### config.mk
export PLATFORM = sky130hd
export DESIGN_NAME = ebe_top
export DESIGN_NICKNAME = d
export VERILOG_FILES = /design/src/rtl/ebe_pkg.sv /design/src/rtl/ebe_ratio.sv /design/src/rtl/ebe_lut.sv /design/src/rtl/ebe_track.sv /design/src/rtl/ebe_top.sv
export SDC_FILE = /design/constraint.sdc
export NUM_CORES = 1
export LEC_CHECK = 0
export ABC_AREA = 1
export BUFFER_PORTS_ARGS = -buffer_cell sky130_fd_sc_hd__buf_4
export CORE_MARGIN = 2
export CORE_UTILIZATION = 54
export DETAILED_ROUTE_END_ITERATION = 10
export PLACE_DENSITY = 0.78
export SLEW_MARGIN = 15
export SYNTH_ARGS = -nofsm -noshare
export SYNTH_HDL_FRONTEND = slang
export SYNTH_HIERARCHICAL = 1
export SYNTH_SLANG_ARGS = --single-unit
### constraint.sdc
create_clock -name clk -period 25.7 [get_ports clk]
set_input_delay 0 -clock clk [delete_from_list [all_inputs] [get_ports clk]]
set_output_delay 0 -clock clk [all_outputs]
set_load 0.03 [all_outputs]
### src/rtl/ebe_pkg.sv
package ebe_pkg;

    parameter int CNT_W  = 8;
    parameter int THR_W  = 8;
    parameter int IDX_W  = 8;
    parameter int INFO_W = 8;

    localparam int TBL_N   = 1 << IDX_W;
    localparam int NUM_W   = CNT_W + IDX_W;
    localparam int DEN_W   = CNT_W + 1;
    localparam int IDX_MAX = TBL_N - 1;
    localparam int INFO_MX = (1 << INFO_W) - 1;

    typedef struct packed {
        logic             valid;
        logic             last;
        logic [THR_W-1:0] thr;
        logic [IDX_W-1:0] idx;
    } ratio_t;

    typedef struct packed {
        logic              valid;
        logic              last;
        logic [THR_W-1:0]  thr;
        logic [INFO_W-1:0] info;
    } score_t;

    // fixed-point proportion of class A, saturated to the table range
    function automatic logic [IDX_W-1:0] ratio_index(input logic [CNT_W-1:0] a,
                                                     input logic [CNT_W-1:0] b);
        logic [DEN_W-1:0] den;
        logic [NUM_W-1:0] num;
        logic [NUM_W-1:0] quo;
        den = DEN_W'(a) + DEN_W'(b);
        num = {a, {IDX_W{1'b0}}};
        if (den == '0) begin
            return '0;
        end
        quo = num / NUM_W'(den);
        if (quo > NUM_W'(IDX_MAX)) begin
            return IDX_W'(IDX_MAX);
        end
        return quo[IDX_W-1:0];
    endfunction

    // quadratic stand-in for normalised binary entropy: 4 p (1-p)
    function automatic logic [INFO_W-1:0] quad_info(input int i);
        int prod;
        prod = (4 * i * (TBL_N - i)) >>> IDX_W;
        if (prod > INFO_MX) begin
            prod = INFO_MX;
        end
        return INFO_W'(prod);
    endfunction

endpackage

### src/rtl/ebe_ratio.sv
module ebe_ratio
    import ebe_pkg::*;
(
    input  logic             clk,
    input  logic             rst,
    input  logic             flush,
    input  logic             in_valid,
    input  logic             in_last,
    input  logic [THR_W-1:0] in_thr,
    input  logic [CNT_W-1:0] in_a,
    input  logic [CNT_W-1:0] in_b,
    output ratio_t           out_q
);

    ratio_t nxt;

    always_comb begin
        nxt.valid = in_valid & ~flush;
        nxt.last  = in_last & in_valid & ~flush;
        nxt.thr   = in_thr;
        nxt.idx   = ratio_index(in_a, in_b);
    end

    always_ff @(posedge clk) begin
        if (rst) begin
            out_q <= '0;
        end else begin
            out_q <= nxt;
        end
    end

endmodule

### src/rtl/ebe_lut.sv
module ebe_lut
    import ebe_pkg::*;
(
    input  logic   clk,
    input  logic   rst,
    input  logic   flush,
    input  ratio_t in_q,
    output score_t out_q
);

    logic [INFO_W-1:0] table_w [TBL_N];

    for (genvar gi = 0; gi < TBL_N; gi++) begin : g_tbl
        assign table_w[gi] = quad_info(gi);
    end

    always_ff @(posedge clk) begin
        if (rst) begin
            out_q <= '0;
        end else begin
            out_q.valid <= in_q.valid & ~flush;
            out_q.last  <= in_q.last & ~flush;
            out_q.thr   <= in_q.thr;
            out_q.info  <= table_w[in_q.idx];
        end
    end

endmodule

### src/rtl/ebe_track.sv
module ebe_track
    import ebe_pkg::*;
(
    input  logic              clk,
    input  logic              rst,
    input  logic              clear,
    input  score_t            in_q,
    output logic [THR_W-1:0]  max_thr,
    output logic [INFO_W-1:0] max_info,
    output logic              fin
);

    logic better;

    assign better = in_q.valid && (in_q.info > max_info);

    always_ff @(posedge clk) begin
        if (rst || clear) begin
            max_thr  <= '0;
            max_info <= '0;
            fin      <= 1'b0;
        end else begin
            if (better) begin
                max_thr  <= in_q.thr;
                max_info <= in_q.info;
            end
            fin <= in_q.valid & in_q.last;
        end
    end

endmodule

### src/rtl/ebe_top.sv
module ebe_top
    import ebe_pkg::*;
(
    input  logic              clk,
    input  logic              rst,
    input  logic              start,
    input  logic              cand_valid,
    input  logic              cand_last,
    input  logic [THR_W-1:0]  cand_thr,
    input  logic [CNT_W-1:0]  cnt_a,
    input  logic [CNT_W-1:0]  cnt_b,
    input  logic              oe,
    output logic              cand_req,
    output logic              done,
    output logic [THR_W-1:0]  best_thr,
    output logic [INFO_W-1:0] best_info
);

    logic              active_q;
    logic              accept;
    ratio_t            s1_q;
    score_t            s2_q;
    logic [THR_W-1:0]  max_thr;
    logic [INFO_W-1:0] max_info;

    assign accept = active_q & cand_valid & ~start;

    always_ff @(posedge clk) begin
        if (rst) begin
            active_q <= 1'b0;
        end else if (start) begin
            active_q <= 1'b1;
        end else if (accept && cand_last) begin
            active_q <= 1'b0;
        end
    end

    ebe_ratio u_ratio (
        .clk      (clk),
        .rst      (rst),
        .flush    (start),
        .in_valid (accept),
        .in_last  (cand_last),
        .in_thr   (cand_thr),
        .in_a     (cnt_a),
        .in_b     (cnt_b),
        .out_q    (s1_q)
    );

    ebe_lut u_lut (
        .clk   (clk),
        .rst   (rst),
        .flush (start),
        .in_q  (s1_q),
        .out_q (s2_q)
    );

    ebe_track u_track (
        .clk      (clk),
        .rst      (rst),
        .clear    (start),
        .in_q     (s2_q),
        .max_thr  (max_thr),
        .max_info (max_info),
        .fin      (done)
    );

    assign cand_req  = active_q;
    assign best_thr  = oe ? max_thr  : '0;
    assign best_info = oe ? max_info : '0;

endmodule

==> key figures, run 1 <==
Outcome
  • Outcome: completed

Yosys
  • Mux share of post-synthesis cell area: 0
  • XOR/XNOR Fraction of Synth Area: 0.0634
  • Adder-Cell Fraction of Synth Area: 0.160
  • Synth Flop Type: dfxtp_1
  • Sequential share of the synthesized area: 0.104
  • EDFF count, synth: 0
  • Post-Synthesis Cell Area: 10400 µm²
  • Asr flop ratio synth: 0
  • Post-synthesis cell count: 1725
  • Largest family of logic cells by synthesized area: simple AND/OR/NAND/NOR gates
  • Distinct cells, synth: 58
  • Compound-Gate Fraction of Synth Area: 0.140
  • Simple-gate share of the synthesized area: 0.407
  • Average cell area after synthesis: 6.01 µm²
  • Post-Syn Nets: 1886
  • Synth Register Bits: 54
  • YS warnings: 6

STA
  • Max Slew Vio Count: 0
  • Final hold violation count: 0
  • Fin crit period: 23.95 ns
  • Final setup violation count: 0
  • Min setup slack post-route: 1.75 ns
  • Final period utilization: 0.932
  • Max-slew headroom: 0.263
  • Clk_skew: slightly above 0.003 ns
  • Tightest Pin Transition: 1.10 ns
  • FMAX: 41.8 MHz

Worst hold path
  • Tightest Hold Check Type: in -> reg
  • Hold path startpoint: rst

Clock network
  • CTS clk-pin slew, worst paths: 0.07 ns
  • CTS tree: yes
  • Max Root-Sink Buffers: 2
  • TritonCTS Sinks: 54
  • H-tree levels: 2
  • Worst skew pair latency: just under 0.3 ns
  • Root Buffer: clkbuf_16
  • TritonCTS buffer count: 5

Routing
  • Vias per cell: 5.54
  • WL per Instance: 14.2 µm
  • DRT Pass-1 Iters: 6
  • DR DRC count: 0
  • Routed WL: between 20000 and 30000 µm
  • Initial DRC Count: around 1000
  • ANT nets after route: 0
  • Routed vias: 11325

Layout
  • Layout cells sized above 1: 0.175
  • # diodes: 0
  • Commonest non-fill, non-tap cell in the layout: nand2_1
  • Final nets: 1972
  • Design Area, Final: 11900 µm²
  • Most frequent cells in the layout: nand2_1, inv_1, nor2_1
  • Area grow syn2layout: 14.6%

Floorplan
  • Die X: between 100 and 150 µm
  • Die Y: 143 µm
  • Row Count: 50
  • I/O pin total: 48
  • Initial cell density of the core: 0.552
  • Core Box Area: ~19000 µm²
  • Die ar.: 20300 µm²

GRT
  • First-pass GRT wire length: 46200 µm
  • Remaining Overflow, GRT: 0
  • Total track usage: 0.270
  • Vias in the first global route: 9832
  • Largest net degree at the start of global routing: 33
  • Initial antenna violation count: 0

Critical path
  • Worst-path maximum fanout: 13
  • Setup crit start: cnt_a[0]
  • CP max stage delay: 0.39 ns
  • CP max stage cell: nor4_4
  • WP data required: 25.84 ns
  • CP Class: in -> reg
  • Crit path top cell by count: nand2_1
  • Startpoint Class: primary input
  • WP data arrival: 24.08 ns
  • R2R Path Start: u_ratio/out_q[2]
  • Critical path capture point type: flop

Job
  • Max-Cap Viols: 0

Placed design
  • Final GP Congestion: 0.944
  • Count of input and output buffers: between 40 and 50
  • Pre-CTS setup slack: -0.427 ns
  • Placed inst area: 10900 µm²
  • DP HPWL: 21200 µm
## cell type report
| class | instances | area [µm²] |
|---|---|---|
| well taps | 234 | 293 |
| repair inverters | 1 | 5.00 |
| repair buffers | 123 | 967 |
| clock inverters | 2 | 37.5 |
| inverters | 259 | 991 |
| flip-flops and latches | 54 | 1080 |
| fillers | 1681 | 6890 |
| multi-input cells | 1367 | 8370 |
| clock buffers | 6 | 129 |
## stage by stage
| step | utilization | cells | hold slack (ns) | setup TNS, ns |
|---|---|---|---|---|
| floorplan | - | 1725 | 0.0691 | 0 |
| global placement | 0.579 | 1983 | 0.202 | 0 |
| detailed placement | 0.579 | 1983 | 0.208 | -0.427 |
| CTS | 0.594 | 2002 | 0.0698 | 0 |
| global route | 0.633 | 2046 | 0.0833 | -0.375 |
| finish | 0.633 | 2046 | 0.0750 | 0 |
## flip-flops by register name, indices dropped and copies added, names as in the netlist
register / count
u_track/max_info: 8
u_ratio/out_q: 18
cand_req: 1
u_track/fin: 1
u_lut/out_q: 18
u_track/max_thr: 8
## critical path, delay by kind of cell
kind                       cells  cell delay [ns]
and+or+nand+nor              101            10.07
adders and majority gates     18             4.98
buffers and inverters         21             2.07
AOI/OAI and AO/OA             52             6.94
## Yosys cell counts, types with 6 or more instances
library cell	number	area share
nand3_4	8	0.014
nand3_1	132	0.064
ha_1	129	0.16
nand3b_1	6	0.0043
buf_6	9	0.0098
buf_2	10	0.0048
dfxtp_1	54	0.10
buf_4	10	0.0072
clkinv_1	7	0.0025
nand2_2	35	0.021
xnor2_1	33	0.028
nor2_2	12	0.0072
o21ai_0	92	0.044
o21ai_1	16	0.0077
o21bai_1	8	0.0058
inv_2	6	0.0022
inv_1	243	0.088
nand4_1	28	0.017
nand2_1	457	0.17
or2_2	16	0.0097
a21oi_1	107	0.052
nor2_4	10	0.011
nand2_4	9	0.0098
clkbuf_1	14	0.0051
nor3_1	6	0.0029
nand3_2	16	0.015
xor2_1	42	0.035
nor2_1	147	0.053
a21o_1	11	0.0080
## per-layer routing
layer / routed length, µm / share of wire / up-vias / track usage
met1: 13300 / 0.46 / 5093 / 0.399
met3: 2280 / 0.078 / 60 / 0.0296
met4: 552 / 0.019 / 0 / 0.0516
li1: - / - / 5738 / -
met2: 13000 / 0.44 / 434 / 0.425
met5: 0 / 0 / - / 0
## final timing paths
kind	cells after the start	slack, ns	to
worst max-delay path	192	1.75	u_ratio/out_q[0]
worst min-delay path	2	0.08	u_ratio/out_q[9]
worst max register to register	9	22.96	u_lut/out_q[1]
worst min register to register	2	0.41	u_lut/out_q[13]
## cell families (layout without fill, tap and decap cells)
kind of cell / Yosys count / in the layout
AO/OA/AOI/OAI: 262 / 262
AND/OR/NAND/NOR: 897 / 899
buffers and inverters: 306 / 391
adder cells (fa/ha/maj): 131 / 131
flip-flops: 54 / 54
XOR/XNOR: 75 / 75
## what timing repair did
item,in CTS,in global routing
setup endpoints to repair,1,2
gates resized for setup,3,105
pin swaps,0,35
hold endpoints to repair,13,0
gates cloned,0,4
setup buffers,0,40
hold buffers,11,0
Power of run 1 is left out: the tool's default activity adds up to more than one toggle a clock period on the data nets, which glitch-free logic cannot reach.
==> inputs of run 2 (changes only) <==
Settings changed: REMOVE_ABC_BUFFERS from default to 1.
==> key figures, run 2 (synthesis gave the netlist of run 1 again) <==
Outcome
  • Outcome: completed

Layout
  • Area grow syn2layout: 15.2%
  • Fill count: 1692 (+0.65%)
  • Fin util: 0.636 (+0.00340)
  • # diodes: 0 (unchanged)
  • Layout cells sized above 1: 0.181 (+0.00557)
  • Final nets: 1977 (+0.25%)
  • Commonest non-fill, non-tap cell in the layout: nand2_1
  • Top flop regs: u_lut/out_q x18, u_ratio/out_q x18
  • Most frequent cells in the layout: nand2_1, inv_1, nor2_1

Routing
  • DRT Pass-1 Iters: 5 (-1)
  • Routed vias: 11307 (-0.16%)
  • WL per Instance: 14.3 µm (+0.56%)
  • ANT nets after route: 0 (unchanged)
  • DR DRC count: 0 (unchanged)
  • Vias per cell: 5.51 (-0.40%)
  • Initial DRC Count: 912 (-12%)
  • Routed WL: 29400 µm (+0.80%)

Critical path
  • Cell family with most CP delay: simple AND/OR/NAND/NOR gates
  • CP Class: in -> reg
  • WP data required: 25.85 ns (about the same)
  • Crit path buf inv count: 20 (-4.8%)
  • Worst-path maximum fanout: 11 (-2)
  • Crit path top cell by count: nand2_1
  • WP data arrival: 24.34 ns (+0.26 ns)
  • Startpoint Class: primary input
  • Critical path capture point type: flop
  • CP max stage cell: ha_1
  • CP max stage delay: 0.38 ns (about the same)

Clock network
  • TritonCTS Sinks: 54 (unchanged)
  • Root Buffer: clkbuf_16
  • CTS clk-pin slew, worst paths: 0.08 ns (about the same)
  • CTS tree: yes
  • Max Root-Sink Buffers: 2 (unchanged)
  • H-tree levels: 2 (unchanged)
  • Worst skew pair latency: 0.30 ns (about the same)
  • TritonCTS buffer count: 5 (unchanged)

Floorplan
  • Die X: 143 µm (unchanged)
  • Core Box Area: 18800 µm² (unchanged)
  • Die Y: 143 µm (unchanged)
  • Row Count: 50 (unchanged)
  • I/O pin total: 48 (unchanged)
  • Initial cell density of the core: 0.552 (unchanged)
  • Die ar.: 20300 µm² (unchanged)

Worst hold path
  • Tightest Hold Check Type: in -> reg

STA
  • Final period utilization: 0.941 (+0.00929)
  • Final setup violation count: 0 (unchanged)
  • Final hold violation count: 0 (unchanged)
  • Max-slew headroom: 0.233 (-0.0303)
  • Fin crit period: 24.18 ns (+0.239 ns)
  • Tightest Pin Transition: 1.15 ns (+0.0452 ns)
  • Max Slew Vio Count: 0 (unchanged)
  • FMAX: 41.3 MHz (-0.99%)
  • Clk_skew: 0.00984 ns (+0.00679 ns)

GRT
  • Initial antenna violation count: 0 (unchanged)
  • First-pass GRT wire length: 45000 µm (-2.5%)
  • Remaining Overflow, GRT: 0 (unchanged)
  • Vias in the first global route: 9781 (-0.52%)
  • Total track usage: 0.264 (-0.00631)
  • Largest net degree at the start of global routing: 33 (unchanged)

Placed design
  • DP HPWL: 21000 µm (-0.85%)
  • Count of input and output buffers: 47 (unchanged)
  • Final GP Congestion: 0.955 (+1.1%)

Job
  • Max-Cap Viols: 0 (unchanged)
run 2: changes by cell type in the layout (fill, tap and decap cells not counted), moves of 2 or more:
cell / delta
nand2_4: +2
a21oi_1: -3
o31ai_2: -2
o21ai_1: +2
buf_4: +6
o21ai_2: -2
nand2_2: +2
nand2_1: -5
nor2_1: -2
clkinv_4: +2
nor2_4: +2
a21oi_2: +3
clkinvlp_4: -2
inv_8: +2
run 2: stage by stage:
stage                     worst slack [ns]  cell area [µm²]  hold slack, ns  setup TNS (ns)  instances
after global routing                -0.454            11900          0.0612          -0.454       2051
after floorplan                       1.43            10000          0.0691               0       1678
after detailed placement            -0.813            10900           0.206          -0.829       1981
after CTS                           0.0592            11100          0.0590               0       1999
after global placement               0.336            10900           0.198               0       1981
final                                 1.52            11900          0.0553               0       2051
run 2: routing by layer:
metal,global-route usage,wire [µm],part of all wire
met5,0,0,0
met4,0.0589,526,0.018
met3,0.0370,2200,0.075
met2,0.425,13300,0.45
met1,0.374,13300,0.45
run 2: timing repair:
| item | in CTS | in global routing |
|---|---|---|
| cloned | 0 | 3 |
| buffers inserted | 0 | 49 |
| hold endpoints to repair | 12 | 0 |
| pin swaps | 1 | 42 |
| gates resized for setup | 9 | 109 |
| endpoints found under the setup margin | 1 | 2 |
| hold buffers | 10 | 0 |
run 2: layout make-up:
cell class,instances,area (µm²),area share
clock inverter,3,28.8,0.00241
tap,234,293,0.0245
timing repair buffer,129,1020,0.0854
multi-input combinational,1367,8390,0.703
clock buffer,5,125,0.0105
inverter,259,1000,0.0837
sequential,54,1080,0.0905
run 2: worst paths after layout:
path                      endpoint  cells past startpoint  slack, ns             start
hold reg to reg     u_lut/out_q[9]                      2       0.41  u_ratio/out_q[9]
setup reg to reg    u_lut/out_q[2]                     12      23.20  u_ratio/out_q[0]
setup / recovery  u_ratio/out_q[0]                    191       1.52          cnt_b[0]
hold / removal     u_lut/out_q[13]                      2       0.06               rst
Power of run 2 is left out for the same reason.
